### config.mk
export PLATFORM = sky130hd
export DESIGN_NAME = intagg_top
export DESIGN_NICKNAME = d
export VERILOG_FILES = /design/src/rtl/intagg_pkg.sv /design/src/rtl/intagg_status.sv /design/src/rtl/intagg_regs.sv /design/src/rtl/intagg_irq.sv /design/src/rtl/intagg_top.sv
export SDC_FILE = /design/constraint.sdc
export NUM_CORES = 1
export LEC_CHECK = 0
export BUFFER_PORTS_ARGS = -buffer_cell sky130_fd_sc_hd__buf_4
export CORE_AREA = 2 2 93 112
export CTS_CLUSTER_SIZE = 24
export DETAILED_ROUTE_END_ITERATION = 12
export DIE_AREA = 0 0 95 114
export PLACE_DENSITY_LB_ADDON = 0.2
export SETUP_SLACK_MARGIN = 0.05
export SYNTH_ARGS = -nofsm -noshare
export SYNTH_HDL_FRONTEND = slang
export SYNTH_SLANG_ARGS = --single-unit
### constraint.sdc
create_clock -name clk -period 1.7 [get_ports clk]
set_input_delay 0.17 -clock clk [delete_from_list [all_inputs] [get_ports clk]]
set_output_delay 0.17 -clock clk [all_outputs]
set_load 0.01 [all_outputs]
### src/rtl/intagg_pkg.sv
package intagg_pkg;
  localparam int unsigned REG_DW = 32;

  // Byte offsets of the three words
  localparam logic [7:0] OFS_CTRL = 8'h0;
  localparam logic [7:0] OFS_STAT = 8'h4;
  localparam logic [7:0] OFS_MASK = 8'h8;

  typedef enum logic [1:0] {
    SEL_CTRL = 2'd0,
    SEL_STAT = 2'd1,
    SEL_MASK = 2'd2,
    SEL_NONE = 2'd3
  } reg_sel_e;
endpackage

### src/rtl/intagg_status.sv
module intagg_status #(
  parameter int unsigned DW = 32,
  parameter logic [DW-1:0] LEVEL_MASK = '0,
  parameter logic [DW-1:0] RDCLR_MASK = '0
) (
  input  logic          clk,
  input  logic          rst,
  input  logic [DW-1:0] set_vec,
  input  logic [DW-1:0] w1c_vec,
  input  logic          rd_pulse,
  output logic [DW-1:0] stat_q
);
  for (genvar i = 0; i < DW; i++) begin : g_bit
    logic bit_q;
    if (LEVEL_MASK[i]) begin : g_lvl
      // mirrors its request level, software access has no say
      always_ff @(posedge clk) begin
        if (rst) bit_q <= 1'b0;
        else     bit_q <= set_vec[i];
      end
    end else begin : g_stk
      logic clr;
      assign clr = w1c_vec[i] | (rd_pulse & RDCLR_MASK[i]);
      // a set in the same cycle overrides any clear
      always_ff @(posedge clk) begin
        if (rst) bit_q <= 1'b0;
        else     bit_q <= set_vec[i] | (bit_q & ~clr);
      end
    end
    assign stat_q[i] = bit_q;
  end
endmodule

### src/rtl/intagg_regs.sv
module intagg_regs
  import intagg_pkg::*;
#(
  parameter int unsigned DW = 32,
  parameter int unsigned AW = 4
) (
  input  logic          clk,
  input  logic          rst,
  input  logic          bus_sel,
  input  logic          bus_wr,
  input  logic [AW-1:0] bus_addr,
  input  logic [DW-1:0] bus_wdata,
  input  logic [DW-1:0] stat_q,
  output logic [DW-1:0] mask_q,
  output logic [DW-1:0] ctrl_q,
  output logic [DW-1:0] w1c_vec,
  output logic          rd_stat,
  output logic [DW-1:0] bus_rdata,
  output logic          bus_rvalid
);
  reg_sel_e sel;
  logic     do_wr;
  logic     do_rd;
  logic [DW-1:0] rd_mux;

  always_comb begin
    if (bus_addr == AW'(OFS_CTRL))      sel = SEL_CTRL;
    else if (bus_addr == AW'(OFS_STAT)) sel = SEL_STAT;
    else if (bus_addr == AW'(OFS_MASK)) sel = SEL_MASK;
    else                                sel = SEL_NONE;
  end

  assign do_wr   = bus_sel & bus_wr;
  assign do_rd   = bus_sel & ~bus_wr;
  assign w1c_vec = (do_wr && sel == SEL_STAT) ? bus_wdata : '0;
  assign rd_stat = do_rd && (sel == SEL_STAT);

  always_comb begin
    unique case (sel)
      SEL_CTRL: rd_mux = ctrl_q;
      SEL_STAT: rd_mux = stat_q;
      SEL_MASK: rd_mux = mask_q;
      default:  rd_mux = '0;
    endcase
  end

  always_ff @(posedge clk) begin
    if (rst) begin
      mask_q <= '0;
      ctrl_q <= '0;
    end else if (do_wr) begin
      if (sel == SEL_MASK) mask_q <= bus_wdata;
      if (sel == SEL_CTRL) ctrl_q <= bus_wdata;
    end
  end

  always_ff @(posedge clk) begin
    if (rst) begin
      bus_rdata  <= '0;
      bus_rvalid <= 1'b0;
    end else begin
      bus_rvalid <= do_rd;
      if (do_rd) bus_rdata <= rd_mux;
    end
  end
endmodule

### src/rtl/intagg_irq.sv
module intagg_irq #(
  parameter int unsigned DW = 32
) (
  input  logic          clk,
  input  logic          rst,
  input  logic [DW-1:0] stat_q,
  input  logic [DW-1:0] mask_q,
  output logic          irq_q
);
  always_ff @(posedge clk) begin
    if (rst) irq_q <= 1'b0;
    else     irq_q <= |(stat_q & mask_q);
  end
endmodule

### src/rtl/intagg_top.sv
module intagg_top #(
  parameter int unsigned DATA_W   = 32,
  parameter int unsigned ADDR_W   = 4,
  parameter int unsigned RTC_POS  = 5,
  parameter int unsigned SER0_POS = 6,
  parameter int unsigned SER1_POS = 7,
  parameter int unsigned ETH_POS  = 8
) (
  input  logic              clk,
  input  logic              rst,
  input  logic              rtc_req,
  input  logic              eth_req,
  input  logic              ser0_req,
  input  logic              ser1_req,
  input  logic              bus_sel,
  input  logic              bus_wr,
  input  logic [ADDR_W-1:0] bus_addr,
  input  logic [DATA_W-1:0] bus_wdata,
  output logic [DATA_W-1:0] bus_rdata,
  output logic              bus_rvalid,
  output logic              irq_out
);
  localparam logic [DATA_W-1:0] ONE = DATA_W'(1);
  localparam logic [DATA_W-1:0] LEVEL_MASK =
    (ONE << ETH_POS) | (ONE << SER0_POS) | (ONE << SER1_POS);
  localparam logic [DATA_W-1:0] RDCLR_MASK = ONE << RTC_POS;

  logic [DATA_W-1:0] set_vec;
  logic [DATA_W-1:0] w1c_vec;
  logic [DATA_W-1:0] stat_q;
  logic [DATA_W-1:0] mask_q;
  logic [DATA_W-1:0] ctrl_q;
  logic              rd_stat;

  always_comb begin
    set_vec           = '0;
    set_vec[RTC_POS]  = rtc_req;
    set_vec[ETH_POS]  = eth_req;
    set_vec[SER0_POS] = ser0_req;
    set_vec[SER1_POS] = ser1_req;
  end

  intagg_status #(
    .DW(DATA_W), .LEVEL_MASK(LEVEL_MASK), .RDCLR_MASK(RDCLR_MASK)
  ) u_status (
    .clk(clk), .rst(rst), .set_vec(set_vec), .w1c_vec(w1c_vec),
    .rd_pulse(rd_stat), .stat_q(stat_q)
  );

  intagg_regs #(.DW(DATA_W), .AW(ADDR_W)) u_regs (
    .clk(clk), .rst(rst), .bus_sel(bus_sel), .bus_wr(bus_wr),
    .bus_addr(bus_addr), .bus_wdata(bus_wdata), .stat_q(stat_q),
    .mask_q(mask_q), .ctrl_q(ctrl_q), .w1c_vec(w1c_vec), .rd_stat(rd_stat),
    .bus_rdata(bus_rdata), .bus_rvalid(bus_rvalid)
  );

  intagg_irq #(.DW(DATA_W)) u_irq (
    .clk(clk), .rst(rst), .stat_q(stat_q), .mask_q(mask_q), .irq_q(irq_out)
  );
endmodule

==> results of run 1 <==
-- how the worst max path moves through the flow --
| stage | from | to | cells past startpoint |
|---|---|---|---|
| 2_1_floorplan | bus_addr[0] | u_regs.mask_q[10]$_SDFFE_PP0P_ | 5 |
| 3_3_place_gp | bus_addr[3] | u_regs.ctrl_q[10]$_SDFFE_PP0P_ | 5 |
| 3_5_place_dp | bus_addr[3] | u_regs.ctrl_q[17]$_SDFFE_PP0P_ | 5 |
| 4_1_cts | u_status.g_bit[22].bit_q$_SDFF_PP0_ | u_irq.irq_q$_SDFF_PP0_ | 3 |
| 5_1_grt | u_status.g_bit[22].bit_q$_SDFF_PP0_ | u_irq.irq_q$_SDFF_PP0_ | 3 |
| 6_report | u_status.g_bit[22].bit_q$_SDFF_PP0_ | u_irq.irq_q$_SDFF_PP0_ | 3 |
-- per-layer routing --
metal | track usage | routed length [µm]
met1 | 0.413 | 6640
met2 | 0.511 | 8320
met3 | 0.0694 | 1440
met4 | 0.138 | 468
met5 | 0 | 0
-- stage by stage --
stage / setup slack [ns] / hold slack [ns] / util / power, W / cell area [µm²]
global placement: 0.169 / 0.361 / 0.621 / 0.00353 / 6120
CTS: 0.437 / 0.0162 / 0.710 / 0.00707 / 7000
detailed placement: 0.111 / 0.366 / 0.621 / 0.00354 / 6120
floorplan: 0.232 / 0.257 / - / 0.00333 / 5430
global route: 0.406 / 0.0296 / 0.710 / 0.00725 / 7000
finish: 0.443 / 0.0232 / 0.710 / 0.00707 / 7000
-- power by group --
part | total [W] | internal (W) | switching, W
combinational | 0.000461 | 0.000180 | 0.000281
clock | 0.00353 | 0.00228 | 0.00125
sequential | 0.00308 | 0.00307 | 0.0000131
-- synthesized netlist by cell type, drive strengths merged, types with 3 or more instances --
cell type    n
buf         17
a22oi       16
nand3       65
a221oi      32
nor2b        3
a21oi       91
o21ai       64
nand2       92
dfxtp      130
clkbuf      46
nand4        4
a222oi      32
-- layout make-up --
type,instances,area (µm²)
well taps,126,158
clock buffers,23,488
clock inverters,6,80.1
fillers,763,2860
multi-input cells,414,2530
flip-flops and latches,130,2600
inverters,2,7.51
repair buffers,123,1140
-- state kept, by name, summed over array words and instances (netlist names) --
signal	flops
u_regs.mask_q	32
u_regs.bus_rvalid	1
u_regs.bus_rdata	32
u_irq.irq_q	1
u_status.g_bit.bit_q	32
u_regs.ctrl_q	32
-- critical path, stage by stage, from the launching register on --
cell and delay (ns):
sky130_fd_sc_hd__dfxtp_1 0.33, sky130_fd_sc_hd__a22oi_1 0.26, sky130_fd_sc_hd__nand4_1 0.13, sky130_fd_sc_hd__o41a_1 0.43
-- cells by family (layout without fill, tap and decap cells) --
group	count (synthesis)	in the layout	synth area share
simple gates	175	175	0.154
compound gates	239	239	0.311
buf+inv	65	154	0.0553
flops	130	130	0.479
-- repair_timing --
action                                  CTS  global route
endpoints found under the hold margin    31             0
buffers inserted                          0             0
gates resized for setup                   0             0
endpoints found under the setup margin    0             0
hold buffers                             31             0
==> results summary, run 1 <==
The run finished with clean final reports. In the synthesized netlist, the number of instances is 609. The detailed-route wire length came out at 16.9 mm.

The later pin in the worst-skew pair is clocked with a latency of 0.42 ns. The post-detailed-route via-to-cell ratio is 6.60. The worst hold path begins at bus_wdata[8]. TritonCTS built the clock tree. The post-synth net total came out at 653. The number of antenna violations at the first check in global routing came to 0.

The die extent in y came out at 114 µm. The largest fanout on the critical path came out at 3. Setup repair after global routing left no endpoint under its margin. The share of the Yosys chip area taken by registers is 0.479.

The largest net degree at the start of global routing came out at 101. Clock-pin slew was measured on the worst setup and hold paths at 0.06 ns. The number of cells on the worst hold path is 3. Detailed placement finished with a half-perimeter wire length of 9.44 mm. STA classifies the critical path endpoint as a register. The final-report max-slew violation count is 0.

The final layout contains 732 nets. The die span in x came out at 95 µm. The static leakage power came out at 2.32 nW. 78 I/O pins were placed. The first detailed-routing pass ran for 8 iterations. In this run the critical register-to-register path is captured at u_irq.irq_q$_SDFF_PP0_. The library cell used most frequently in the layout, excluding fill and tap cells, is sky130_fd_sc_hd__dfxtp_1.

The remaining routing DRC violations came out at 0. The data required time of the critical path came out at 2.00 ns. The path with the worst hold slack has its endpoint at u_regs.ctrl_q[8]$_SDFFE_PP0P_. The mean instance size in the synthesized netlist is 8.91 µm². The number of antenna diodes is 0. The top cell types in the final layout, fill and taps aside, are 130 x sky130_fd_sc_hd__dfxtp_1, 92 x sky130_fd_sc_hd__nand2_1, 91 x sky130_fd_sc_hd__a21oi_1. The tree is rooted in a sky130_fd_sc_hd__clkbuf_16. STA classifies the critical path startpoint as a register. Routability-driven placement finished with a final weighted congestion of 0.802. The number of placed cells counting well taps came out at 764. The port buffer count is 77. The number of violations of the max-capacitance limit is 0. Headroom to the max-slew limit came out at 0.641. The fraction of final layout cells sized beyond drive strength 1 came out at 0.213. The first global-routing pass estimated 26.7 mm of wire.

The worst min-delay path class is input port to register. The critical path is of the register to register type. In this run the core area contains 40 standard-cell rows. The synthesized area is 5430 µm². The arrival time of the worst setup path came out at 1.55 ns.

The slew at the pin closest to its max-slew limit is 0.538 ns. The total of warnings raised by yosys is 0. The flip-flop and latch count after synthesis is 130. In the final routed layout, each cell accounts on average for 20.5 µm. The total global-route track usage came out at 0.319. The H-tree generated during clock tree synthesis spans 4 levels. The area added between synthesis and finish came out at 29.0%. Among all flip-flop cells after synthesis, the most frequent one is sky130_fd_sc_hd__dfxtp_1. The worst register-to-register path begins at u_status.g_bit[22].bit_q$_SDFF_PP0_. The minimum setup slack among reg-to-reg paths came out at 0.44 ns.

The sum of negative setup slack is 0 ns. The number of cell instances on the worst register-to-register path is 3. The proportion of synthesized flip-flops having asynchronous set or reset came out at 0. The full die area is 10800 µm². The remaining global-route overflow is 0.

The largest voltage drop on the vdd net is 0.750 mV. The violation count after the first detailed-route iteration came out at 824. Power spread over the standard cell area amounts to 1010 nW/µm². In the finished design, the share of the clock period the worst path needs comes to 0.739. In this run the remaining antenna-violating nets after routing total 0. Yosys mapped a number of flops with a built-in enable equal to 0. By area the synthesized netlist is led by sky130_fd_sc_hd__dfxtp_1 48%, sky130_fd_sc_hd__a21oi_1 8.4%, sky130_fd_sc_hd__a221oi_2 6.9%, sky130_fd_sc_hd__nand2_1 6.4%, sky130_fd_sc_hd__nand3_1 6.0%.

The number of global-route vias before repair is 5274. The final cell count without fillers is 824. Derived from the worst setup path, the maximum achievable clock frequency is 0.796 GHz.

The clock buffer count from CTS is 17. The detailed-route via count came out at 5435. The clock passes through at most 2 buffers.

The final-report hold violation count came out at 0. Between clock sinks in the finished design, the worst skew comes to 0.00689 ns. The top cell type by total area after synthesis is sky130_fd_sc_hd__dfxtp_1. The share of synthesized area in the top cell type comes to 0.479. The count of cell types in the netlist is 29.

The floorplan step defined a core boundary enclosing 9860 µm². The initial core utilization is 0.551. After layout, the minimum clock period comes to 1.26 ns.

The number of failing setup endpoints in the final timing report came out at 0. The TritonCTS sink count is 130.
Power figures use the tool's default switching activity.
==> run 2: changes to the inputs <==
- ABC_AREA: unset -> 1
- CORE_AREA: 2 2 93 112 -> 2 2 98 119
- DIE_AREA: 0 0 95 114 -> 0 0 100 121
- clock period: 1.7 -> 1.1 ns (I/O delays scaled with it)
==> run 2 against run 1 <==
  * Area after synthesis grew 3.7%
  * Clock power is 61% higher
  * Die area grew 12%
  * Synthesized cell count is 30% higher
  * Wire length shrank 6.5%
  * Hold slack worse by 0.018 ns
  * Via count grew 7.5%
  * Register-to-register slack got worse by 0.32 ns
==> results summary, run 2 <==
By count the netlist is led by 181 x sky130_fd_sc_hd__nand2_1, 132 x sky130_fd_sc_hd__nand3_1, 130 x sky130_fd_sc_hd__dfxtp_1, 98 x sky130_fd_sc_hd__a21oi_1, 65 x sky130_fd_sc_hd__nand4_1. The synthesized instance count is 789. The area occupied by registers is 2610 µm². The final setup slack of the worst path came out at 0.0782 ns. The end-of-flow core utilization is 0.676.

For this design the ratio of total power to cell area is 1530 nW/µm². Setup repair after global routing left no endpoint under its margin. The most frequent cell after synthesis is sky130_fd_sc_hd__nand2_1.

The post-detailed-route via-to-cell ratio is 5.74. The number of failing setup endpoints in the final timing report came out at 0. Buffers placed on the I/O ports in this run total 77. The final cycle utilization of the critical path is 0.929. The clock net in this run drives a total of 130 sinks. In this design, the stage delay of the slowest critical-path cell is 0.36 ns. The total global-route track usage is 0.267. Setup slack on the worst reg-to-reg path comes out at 0.12 ns. The count of antenna-violating nets left after detailed routing is 0. The final-report max-slew violation count is 0.

The proportion of synthesized flip-flops having asynchronous set or reset came out at 0. Measured along the y axis, the die boundary spans 121 µm. In this run the clock root is driven by a sky130_fd_sc_hd__clkbuf_16.

The final-report hold violation count is 0. The worst slack at placement came out at -0.110 ns. Traced cell by cell, the critical path runs through buf_4.

The post-route minimum period is 1.02 ns. The data required time of the critical path came out at 0.99 ns. The die is 100 µm wide. The overall power of the completed layout came out at 0.0113 W. Compared with the post-synthesis result, the final layout area differs by 31.2%. The largest voltage drop on the vdd net is 0.831 mV.

In this run the tightest slew margin relative to its limit is 0.797. The row count is 42. The area occupied by multi-input gates came out at 2590 µm². The number of global-route vias before repair is 5519. The count of pins on the block boundary is 78. The critical path capture point type is a primary output. The number of filler cells placed in the layout came out at 919.

The static leakage power came out at 2.96 nW. The worst clock skew on the final layout came out at 0.00639 ns. The routed wire length per instance is 15.5 µm. Detailed routing inserted a total of 5842 vias. Grouping stages by cell kind, the critical path spends the most delay in flip-flops. The clock tree buffer depth is 2. The remaining routing DRC violations is 0. The violation count after the first detailed-route iteration is 369. For this design, the slowest cell found on the critical path is sky130_fd_sc_hd__dfxtp_1. The library cell used most frequently in the layout, excluding fill and tap cells, is sky130_fd_sc_hd__nand2_1. The tightest hold path in the finished design has a slack of 0.00504 ns. The setup path with the least slack is of type register to primary output. The mean instance size in the synthesized netlist is 7.13 µm². The dominant register cell in the synthesized netlist is sky130_fd_sc_hd__dfxtp_1. The register area share after synthesis came out at 0.462.

The number of antenna violations at the first check in global routing came to 0. The slew at the pin closest to its max-slew limit came out at 0.305 ns. The number of placed cells counting well taps came out at 970. The clock latency on the worst-skew pair is 0.41 ns. The remaining global-route overflow came out at 0. The biggest area contributor in the post-synthesis netlist is sky130_fd_sc_hd__dfxtp_1.

The weighted congestion at the end of routability-driven global placement came out at 0.789. The number of antenna diodes came out at 0. The first detailed-routing pass ran for 5 iterations. The H-tree depth came out at 4. The netlist uses 15 different library cells.

At the worst endpoint, the arrival time is 0.91 ns. The number of buffers inserted to repair setup after CTS is 0. The clock transition at the registers of the reported paths is 0.06 ns. The Yosys step of the flow raised 0 warnings. For this block, the routed nets add up to 15.8 mm of wire.

Counting every net in the synthesized netlist gives 833. The synthesized area came out at 5630 µm². The largest fanout on the critical path came out at 2. The top cell type's share of synthesized area came out at 0.462. The worst min-delay path class is input port to register.

In the post-synthesis netlist, the biggest area contributors are sky130_fd_sc_hd__dfxtp_1 46%, sky130_fd_sc_hd__nand2_1 12%, sky130_fd_sc_hd__nand3_1 12%, sky130_fd_sc_hd__a21oi_1 8.7%, sky130_fd_sc_hd__nand4_1 7.2%. Synthesis inferred 130 register bits. The area of the core region came out at 10900 µm². The top achievable clock speed came out at 0.979 GHz. In the layout the commonest cells are 181 x sky130_fd_sc_hd__nand2_1, 132 x sky130_fd_sc_hd__nand3_1, 127 x sky130_fd_sc_hd__dfxtp_1.

The initial core utilization is 0.515. Once layout is complete, the cells apart from fillers number 1018. The final net count is 917. Buffers inserted during clock tree synthesis total 17. The full die area came out at 12100 µm². The total half-perimeter wirelength after legalization and detailed placement is 10.0 mm. The number of enable flip-flop cells after synthesis came out at 0. Together, buffers and inverters on the worst path number 1. The run finished with clean final reports. The first global-routing pass estimated 26.0 mm of wire.

The tool flagged a number of max-cap violations equal to 0. Entering global routing, the biggest net connects 68 pins. The worst setup path is launched from a register. TritonCTS built the clock tree. Of the cells placed in the final design, the portion with a size suffix greater than 1 is 0.186.
-- run 2: worst paths after layout --
path / from / end / cells past startpoint
setup / recovery: u_regs.bus_rdata[16]$_SDFFE_PP0P_ / bus_rdata[16] / 1
hold / removal: bus_wdata[27] / u_regs.ctrl_q[27]$_SDFFE_PP0P_ / 3
setup reg to reg: u_status.g_bit[14].bit_q$_SDFF_PP0_ / u_irq.irq_q$_SDFF_PP0_ / 6
hold reg to reg: u_regs.bus_rdata[24]$_SDFFE_PP0P_ / u_regs.bus_rdata[24]$_SDFFE_PP0P_ / 2
-- run 2: final cells by class --
type / instances / share of cell area
Sequential cell: 130 / 0.353
Multi-Input combinational cell: 552 / 0.351
Timing Repair Buffer: 135 / 0.173
Clock buffer: 18 / 0.0595
Tap cell: 132 / 0.0224
Clock inverter: 14 / 0.0222
Inverter: 37 / 0.0188
-- run 2: repair_timing --
item / 4_1_cts / 5_1_grt
hold buffers: 16 / 0
endpoints found under the setup margin: 2 / 2
hold endpoints to repair: 20 / 0
resized for setup: 2 / 2
-- run 2: routing by layer --
layer / global-route usage / vias to the layer above / part of all wire
li1: - / 2852 / -
met1: 0.343 / 2724 / 0.42
met2: 0.449 / 236 / 0.50
met3: 0.0415 / 30 / 0.060
met4: 0.104 / 0 / 0.020
met5: 0 / - / 0
-- run 2: kinds of logic (layout without fill, tap and decap cells) --
family,after synthesis,count (layout),synth area share
compound gates,126,126,0.112
flops,130,130,0.462
simple gates,426,426,0.344
buf+inv,107,204,0.0813
-- run 2: worst register-to-register path: cells and delay by family (launching register included) --
family / cells / cell delay, ns
flops: 1 / 0.35
simple gates: 5 / 0.44
compound gates: 1 / 0.07
-- run 2: metrics by stage --
step / instance area [µm²] / setup TNS, ns
2_1_floorplan: 5630 / 0
3_3_place_gp: 6620 / -0.863
3_5_place_dp: 6620 / -3.28
4_1_cts: 7380 / 0
5_1_grt: 7390 / 0
6_report: 7390 / 0
-- run 2: power by group --
part | total (W) | internal, W | switching (W)
registers | 0.00476 | 0.00474 | 0.0000176
clock network | 0.00569 | 0.00361 | 0.00208
logic | 0.000865 | 0.000352 | 0.000513
total | 0.0113 | 0.00870 | 0.00261
